===== config.mk =====
export PLATFORM = sky130hd
export DESIGN_NAME = bus_err_capture
export DESIGN_NICKNAME = d
export VERILOG_FILES = /design/src/rtl/bus_err_capture_pkg.sv /design/src/rtl/bec_flag_unit.sv /design/src/rtl/bec_snap_store.sv /design/src/rtl/bec_read_mux.sv /design/src/rtl/bus_err_capture.sv
export SDC_FILE = /design/constraint.sdc
export NUM_CORES = 1
export LEC_CHECK = 0
export BUFFER_PORTS_ARGS = -buffer_cell sky130_fd_sc_hd__buf_2
export CORE_MARGIN = 2
export CORE_UTILIZATION = 51
export DETAILED_ROUTE_END_ITERATION = 10
export PLACE_DENSITY_LB_ADDON = 0.08
export SYNTH_ARGS = -nofsm -noshare
export SYNTH_HDL_FRONTEND = slang
export SYNTH_HIERARCHICAL = 1
export SYNTH_SLANG_ARGS = --single-unit

===== constraint.sdc =====
create_clock -name clk -period 2.6 [get_ports clk]
set_input_delay 0.26 -clock clk [delete_from_list [all_inputs] [get_ports clk]]
set_output_delay 0.26 -clock clk [all_outputs]
set_load 0.01 [all_outputs]

===== src/rtl/bus_err_capture_pkg.sv =====
package bus_err_capture_pkg;
  localparam int unsigned NUM_ERR     = 4;
  localparam int unsigned F_CA_NACK   = 0;
  localparam int unsigned F_WD_NACK   = 1;
  localparam int unsigned F_CA_PAR    = 2;
  localparam int unsigned F_DATA_PAR  = 3;
  localparam int unsigned SEL_W       = 2;
  localparam logic [1:0]  SEL_STATUS  = 2'd0;
  localparam logic [1:0]  SEL_ADDR    = 2'd1;
  localparam logic [1:0]  SEL_CMDCTL  = 2'd2;
endpackage


===== src/rtl/bec_flag_unit.sv =====
module bec_flag_unit
  import bus_err_capture_pkg::*;
(
  input  logic               clk,
  input  logic               rst,
  input  logic [NUM_ERR-1:0] err_eff,
  input  logic               clr_en,
  input  logic [NUM_ERR-1:0] clr_prim,
  input  logic [NUM_ERR-1:0] clr_lost,
  output logic [NUM_ERR-1:0] prim_q,
  output logic [NUM_ERR-1:0] lost_q,
  output logic               frozen
);
  logic [NUM_ERR-1:0] set_prim, set_lost, clr_p, clr_l;

  assign frozen   = |prim_q;
  assign set_prim = frozen ? '0 : err_eff;
  assign set_lost = frozen ? err_eff : '0;
  assign clr_p    = clr_en ? clr_prim : '0;
  assign clr_l    = clr_en ? clr_lost : '0;

  always_ff @(posedge clk) begin
    if (rst) begin
      prim_q <= '0;
      lost_q <= '0;
    end else begin
      prim_q <= (prim_q & ~clr_p) | set_prim;
      lost_q <= (lost_q & ~clr_l) | set_lost;
    end
  end

  genvar i;
  generate
    for (i = 0; i < NUM_ERR; i++) begin : g_chk
      // error while frozen lands in the lost flag
      p_lost_set_r6: assert property (@(posedge clk) disable iff (rst)
        (frozen && err_eff[i]) |=> lost_q[i]);
      // a set in the same cycle as a clear wins
      p_set_wins_r7: assert property (@(posedge clk) disable iff (rst)
        (!frozen && err_eff[i] && clr_p[i]) |=> prim_q[i]);
      p_clear_r7: assert property (@(posedge clk) disable iff (rst)
        (clr_l[i] && !(frozen && err_eff[i])) |=> !lost_q[i]);
    end
  endgenerate
endmodule


===== src/rtl/bec_snap_store.sv =====
module bec_snap_store #(
  parameter int unsigned W = 44
) (
  input  logic         clk,
  input  logic         rst,
  input  logic         load,
  input  logic [W-1:0] d,
  output logic [W-1:0] q
);
  always_ff @(posedge clk) begin
    if (rst)       q <= '0;
    else if (load) q <= d;
  end

  // a load takes the presented snapshot
  p_load_r1: assert property (@(posedge clk) disable iff (rst)
    load |=> q == $past(d));
endmodule


===== src/rtl/bec_read_mux.sv =====
module bec_read_mux
  import bus_err_capture_pkg::*;
#(
  parameter int unsigned ADDR_W = 32,
  parameter int unsigned CMD_W  = 4,
  parameter int unsigned CTL_W  = 8,
  parameter int unsigned DATA_W = 32
) (
  input  logic               clk,
  input  logic               rst,
  input  logic               rd,
  input  logic [SEL_W-1:0]   sel,
  input  logic               fwd,
  input  logic [ADDR_W-1:0]  live_addr,
  input  logic [CMD_W-1:0]   live_cmd,
  input  logic [CTL_W-1:0]   live_ctl,
  input  logic [ADDR_W-1:0]  st_addr,
  input  logic [CMD_W-1:0]   st_cmd,
  input  logic [CTL_W-1:0]   st_ctl,
  input  logic [NUM_ERR-1:0] prim,
  input  logic [NUM_ERR-1:0] lost,
  output logic [DATA_W-1:0]  rdata
);
  logic [ADDR_W-1:0] a_sel;
  logic [CMD_W-1:0]  c_sel;
  logic [CTL_W-1:0]  t_sel;
  logic [DATA_W-1:0] word;

  assign a_sel = fwd ? live_addr : st_addr;
  assign c_sel = fwd ? live_cmd  : st_cmd;
  assign t_sel = fwd ? live_ctl  : st_ctl;

  always_comb begin
    word = '0;
    unique case (sel)
      SEL_STATUS: word[2*NUM_ERR-1:0] = {lost, prim};
      SEL_ADDR:   word[ADDR_W-1:0]    = a_sel;
      SEL_CMDCTL: word[CMD_W+CTL_W-1:0] = {t_sel, c_sel};
      default:    word = '0;
    endcase
  end

  always_ff @(posedge clk) begin
    if (rst)     rdata <= '0;
    else if (rd) rdata <= word;
  end

  // a read that is itself a captured bus cycle returns its own address
  p_fwd_r4: assert property (@(posedge clk) disable iff (rst)
    (rd && fwd && sel == SEL_ADDR) |=> rdata[ADDR_W-1:0] == $past(live_addr));
endmodule


===== src/rtl/bus_err_capture.sv =====
module bus_err_capture
  import bus_err_capture_pkg::*;
#(
  parameter int unsigned ADDR_W = 32,
  parameter int unsigned CMD_W  = 4,
  parameter int unsigned CTL_W  = 8,
  parameter int unsigned DATA_W = 32
) (
  input  logic               clk,
  input  logic               rst,
  input  logic               cyc_valid,
  input  logic [CMD_W-1:0]   cyc_cmd,
  input  logic [ADDR_W-1:0]  cyc_addr,
  input  logic [CTL_W-1:0]   cyc_ctl,
  input  logic [NUM_ERR-1:0] err_det,
  input  logic               tag_ctl_perr,
  input  logic               tag_store_perr,
  input  logic               csr_rd,
  input  logic               csr_wr,
  input  logic [SEL_W-1:0]   csr_sel,
  input  logic [DATA_W-1:0]  csr_wdata,
  output logic [DATA_W-1:0]  csr_rdata
);
  localparam int unsigned SNAP_W = ADDR_W + CMD_W + CTL_W;

  logic [NUM_ERR-1:0] err_eff, prim_q, lost_q;
  logic               frozen, cap_load, clr_en;
  logic [SNAP_W-1:0]  snap_d, snap_q;
  logic [ADDR_W-1:0]  st_addr;
  logic [CMD_W-1:0]   st_cmd;
  logic [CTL_W-1:0]   st_ctl;
  logic               unused_wdata;

  always_comb begin
    err_eff = err_det;
    err_eff[F_CA_NACK] = err_det[F_CA_NACK] | tag_ctl_perr;
    err_eff[F_WD_NACK] = err_det[F_WD_NACK] | tag_store_perr;
  end

  assign clr_en       = csr_wr && (csr_sel == SEL_STATUS);
  assign unused_wdata = ^csr_wdata[DATA_W-1:2*NUM_ERR];

  bec_flag_unit u_flags (
    .clk      (clk),
    .rst      (rst),
    .err_eff  (err_eff),
    .clr_en   (clr_en),
    .clr_prim (csr_wdata[NUM_ERR-1:0]),
    .clr_lost (csr_wdata[2*NUM_ERR-1:NUM_ERR]),
    .prim_q   (prim_q),
    .lost_q   (lost_q),
    .frozen   (frozen)
  );

  assign cap_load = cyc_valid && !frozen;
  assign snap_d   = {cyc_ctl, cyc_cmd, cyc_addr};

  bec_snap_store #(.W(SNAP_W)) u_store (
    .clk  (clk),
    .rst  (rst),
    .load (cap_load),
    .d    (snap_d),
    .q    (snap_q)
  );

  assign st_addr = snap_q[ADDR_W-1:0];
  assign st_cmd  = snap_q[ADDR_W+CMD_W-1:ADDR_W];
  assign st_ctl  = snap_q[SNAP_W-1:ADDR_W+CMD_W];

  bec_read_mux #(
    .ADDR_W(ADDR_W), .CMD_W(CMD_W), .CTL_W(CTL_W), .DATA_W(DATA_W)
  ) u_rmux (
    .clk       (clk),
    .rst       (rst),
    .rd        (csr_rd),
    .sel       (csr_sel),
    .fwd       (cap_load),
    .live_addr (cyc_addr),
    .live_cmd  (cyc_cmd),
    .live_ctl  (cyc_ctl),
    .st_addr   (st_addr),
    .st_cmd    (st_cmd),
    .st_ctl    (st_ctl),
    .prim      (prim_q),
    .lost      (lost_q),
    .rdata     (csr_rdata)
  );

  // frozen record does not move
  p_hold_r2: assert property (@(posedge clk) disable iff (rst)
    (|prim_q) |=> $stable(snap_q));
  // lost flags alone do not stop capture
  p_lost_nonblock_r3: assert property (@(posedge clk) disable iff (rst)
    (prim_q == '0 && lost_q != '0 && cyc_valid) |=> st_addr == $past(cyc_addr));
  // tag parity faults reach the not-acknowledged flags
  p_tag_map_r5: assert property (@(posedge clk) disable iff (rst)
    (prim_q == '0 && tag_ctl_perr) |=> prim_q[F_CA_NACK]);
  p_tag_store_r5: assert property (@(posedge clk) disable iff (rst)
    (prim_q == '0 && tag_store_perr) |=> prim_q[F_WD_NACK]);
  // the first erroring cycle is the one kept
  p_first_err_r8: assert property (@(posedge clk) disable iff (rst)
    (prim_q == '0 && err_eff != '0 && cyc_valid) |=> st_addr == $past(cyc_addr));
endmodule


==> reports/metrics.cfg <==
[status]
status = completed

[logic_synthesis]
synthXorXnorAreaFrac_pct = 0
syn_area_per_cell_sq_um = 10.2
synth-edff-count = 0
synth_area_sq_um = 3830
synth_top_cell_area_share_pct = 43.9
yosys-top-cells-area = dfxtp_1 (44%), mux2i_1 (11%), mux2_2 (10%)
synthCells = 377
syn_nets = 470
synthFlopType = dfxtp_1
async_flop_share_pct = 0
synthSimpleGateAreaFrac_pct = 13.0
synth_top_family_by_area = multiplexers
ys_top_cells_by_count = dfxtp_1 (84), nor2_1 (66), mux2i_1 (44)
yosys_warnings = 6
synth_cell_types = 32
synth_fa_ha_area_share_pct = 1.31
yosysMostFrequentCell = dfxtp_1
synth_seq_cells = 84
synthMuxAreaShare_pct = 24.8
synth_top_area_cell = dfxtp_1
synth_compound_area_share_pct = 11.0
seq_area_frac_synth_pct = 43.9

[timing]
period_needed_ns = 2.30
tightest_slew_ns = 0.548
finalMaxSlewViolations = 0
slew_headroom_pct = 63.5
hold_violations = 0
setup_viol = 0
rsz0062_at_grt = no
period_share_pct = 88.4
fmax_mhz = 435
tns_ns = 0
clock_skew_ns = 0.00841

[hold_path]
whs_path_depth = 3
hp-class = in2reg

[critical_path]
ff2ff_setup_slack_ns = 0.30
required_ns = 2.82
end_kind = flip-flop
worstSetupStartpointType = flip-flop
worstPathArrival_ns = 2.52
crit_end = u_rmux/rdata[1]
rr_endpoint = u_rmux/rdata[1]
r2r.worst_path.cells = 7
r2r-start = u_flags/prim_q[1]
crit_start = u_flags/prim_q[1]
cp_max_fo = 41
worstSetupPathType = reg2reg

[floorplan]
start_util_pct = 52.8
die_area_sq_um = 8220
dieWidth_um = 90.7
num_rows = 31
pin_count = 121
die_y_um = 90.7
fp.coreArea_sq_um = 7250

[global_route]
grt_pass1_vias = 2687
grt_max_degree = 42
grt_usage_pct = 19.0
gr-total-overflow = 0
grt_pass1_wl_um = 12700
antenna_found_initial = 0

[placed_design]
io_buffers = 96
dp_hpwl_um = 5450
dp_cells = 551
globalplace.congestion = 0.740

[layout]
layout.cells.non_filler = 566
diodes = 0
seq_area_sq_um = 1680
multi_input_area_sq_um = 1930
fillers = 681
nets = 556
layout-drive-gt1-share_pct = 36.4
area_growth_pct = 18.2

[cts]
cts-root-buf = clkbuf_8
cts_resized = 0
clock_sinks = 84
path_clk_slew_ns = 0.08
postCtsHoldBufs = 0
cts_buffer_depth = 2
cts_buffers = 9
insertion_delay_ns = 0.34
post_cts_buffers = 0
cts_tree = done
htree_levels = 3

[power_and_ir_drop]
peakVddDrop_mv = 0.455
power.density_nw_per_um2 = 890
leakage_uw = 0.00197
finalPower_uw = 4030

[routing]
routedWlPerCell_um = 13.6
final_antenna_net_count = 0
viasPerCell = 5.07
drtIter0Drc = 110
firstDrtPassIters = 4
drcViolationCount = 0
finalWirelength_um = 7720
vias = 2869

[flow_run]
max-cap-violations = 0

-- per-layer routing --
metal | part of all wire [%] | up-vias | global-route usage, % | routed length [um]
met3 | 4.6 | 10 | 4.01 | 358
met1 | 48 | 1321 | 25.0 | 3670
met2 | 46 | 61 | 30.9 | 3590
li1 | - | 1477 | - | -
met4 | 1.3 | 0 | 6.92 | 97
met5 | 0 | - | 0 | 0
-- critical path: stages, from the launching register on --
cell and delay (ns):
dfxtp_1 0.36, nor4_4 0.42, inv_2 0.14, nor2b_4 0.22
buf_12 0.29, mux2_2 0.38, a222oi_1 0.27, o21ai_0 0.11
-- how the worst min path moves through the flow --
stage / start / end
detailed placement: u_rmux/rdata[5] / u_rmux/rdata[5]
global route: cyc_addr[29] / u_store/q[29]
finish: cyc_addr[14] / u_store/q[14]
global placement: u_rmux/rdata[4] / u_rmux/rdata[4]
CTS: cyc_addr[15] / u_store/q[15]
floorplan: cyc_addr[0] / u_store/q[0]
-- stage by stage --
| stage | worst slack [ns] | utilization (%) | hold slack [ns] | instance area, sq um |
|---|---|---|---|---|
| 5_1_grt | 0.109 | 62.4 | 0.155 | 4530 |
| 3_5_place_dp | 0.318 | 59.4 | 0.439 | 4310 |
| 6_report | 0.301 | 62.4 | 0.167 | 4530 |
| 4_1_cts | 0.302 | 62.4 | 0.147 | 4530 |
| 2_1_floorplan | 0.570 | - | 0.407 | 3830 |
| 3_3_place_gp | 0.341 | 59.4 | 0.438 | 4310 |
-- kinds of logic (layout without fill, tap and decap cells) --
logic type      Yosys count  count (layout)
simple gates            106             106
fa+ha+maj                 4               4
mux                      88              88
compound gates           60              60
buf+inv                  35             125
flops                    84              84
-- cells in the final DEF, fill, tap and decap left out, types with 8 or more instances in the layout --
cell / count
nor2b_1: 20
mux2_2: 35
a21oi_1: 20
clkbuf_8: 11
dfxtp_1: 84
a21bo_2: 8
buf_2: 96
nand2_1: 9
nor2_1: 66
mux2i_1: 44
a222oi_1: 8
-- power breakdown --
part | switching, uW | leakage [uW] | internal (uW)
Sequential | 132 | 0.000684 | 1520
Combinational | 603 | 0.00118 | 747
Clock | 442 | 0.000111 | 587
-- registers in the layout, summed over array words and instances (netlist names) --
signal	count
u_flags/lost_q	4
u_flags/prim_q	4
u_rmux/rdata	32
u_store/q	44
-- final cells by class --
| cell class | instances | area share (%) |
|---|---|---|
| Clock buffer | 11 | 3.34 |
| Multi-Input combinational cell | 258 | 42.6 |
| Tap cell | 99 | 2.73 |
| Inverter | 7 | 0.580 |
| Timing Repair Buffer | 103 | 12.0 |
| Clock inverter | 4 | 1.60 |
| Sequential cell | 84 | 37.1 |
Note: power is estimated with default switching activity, not from simulation.
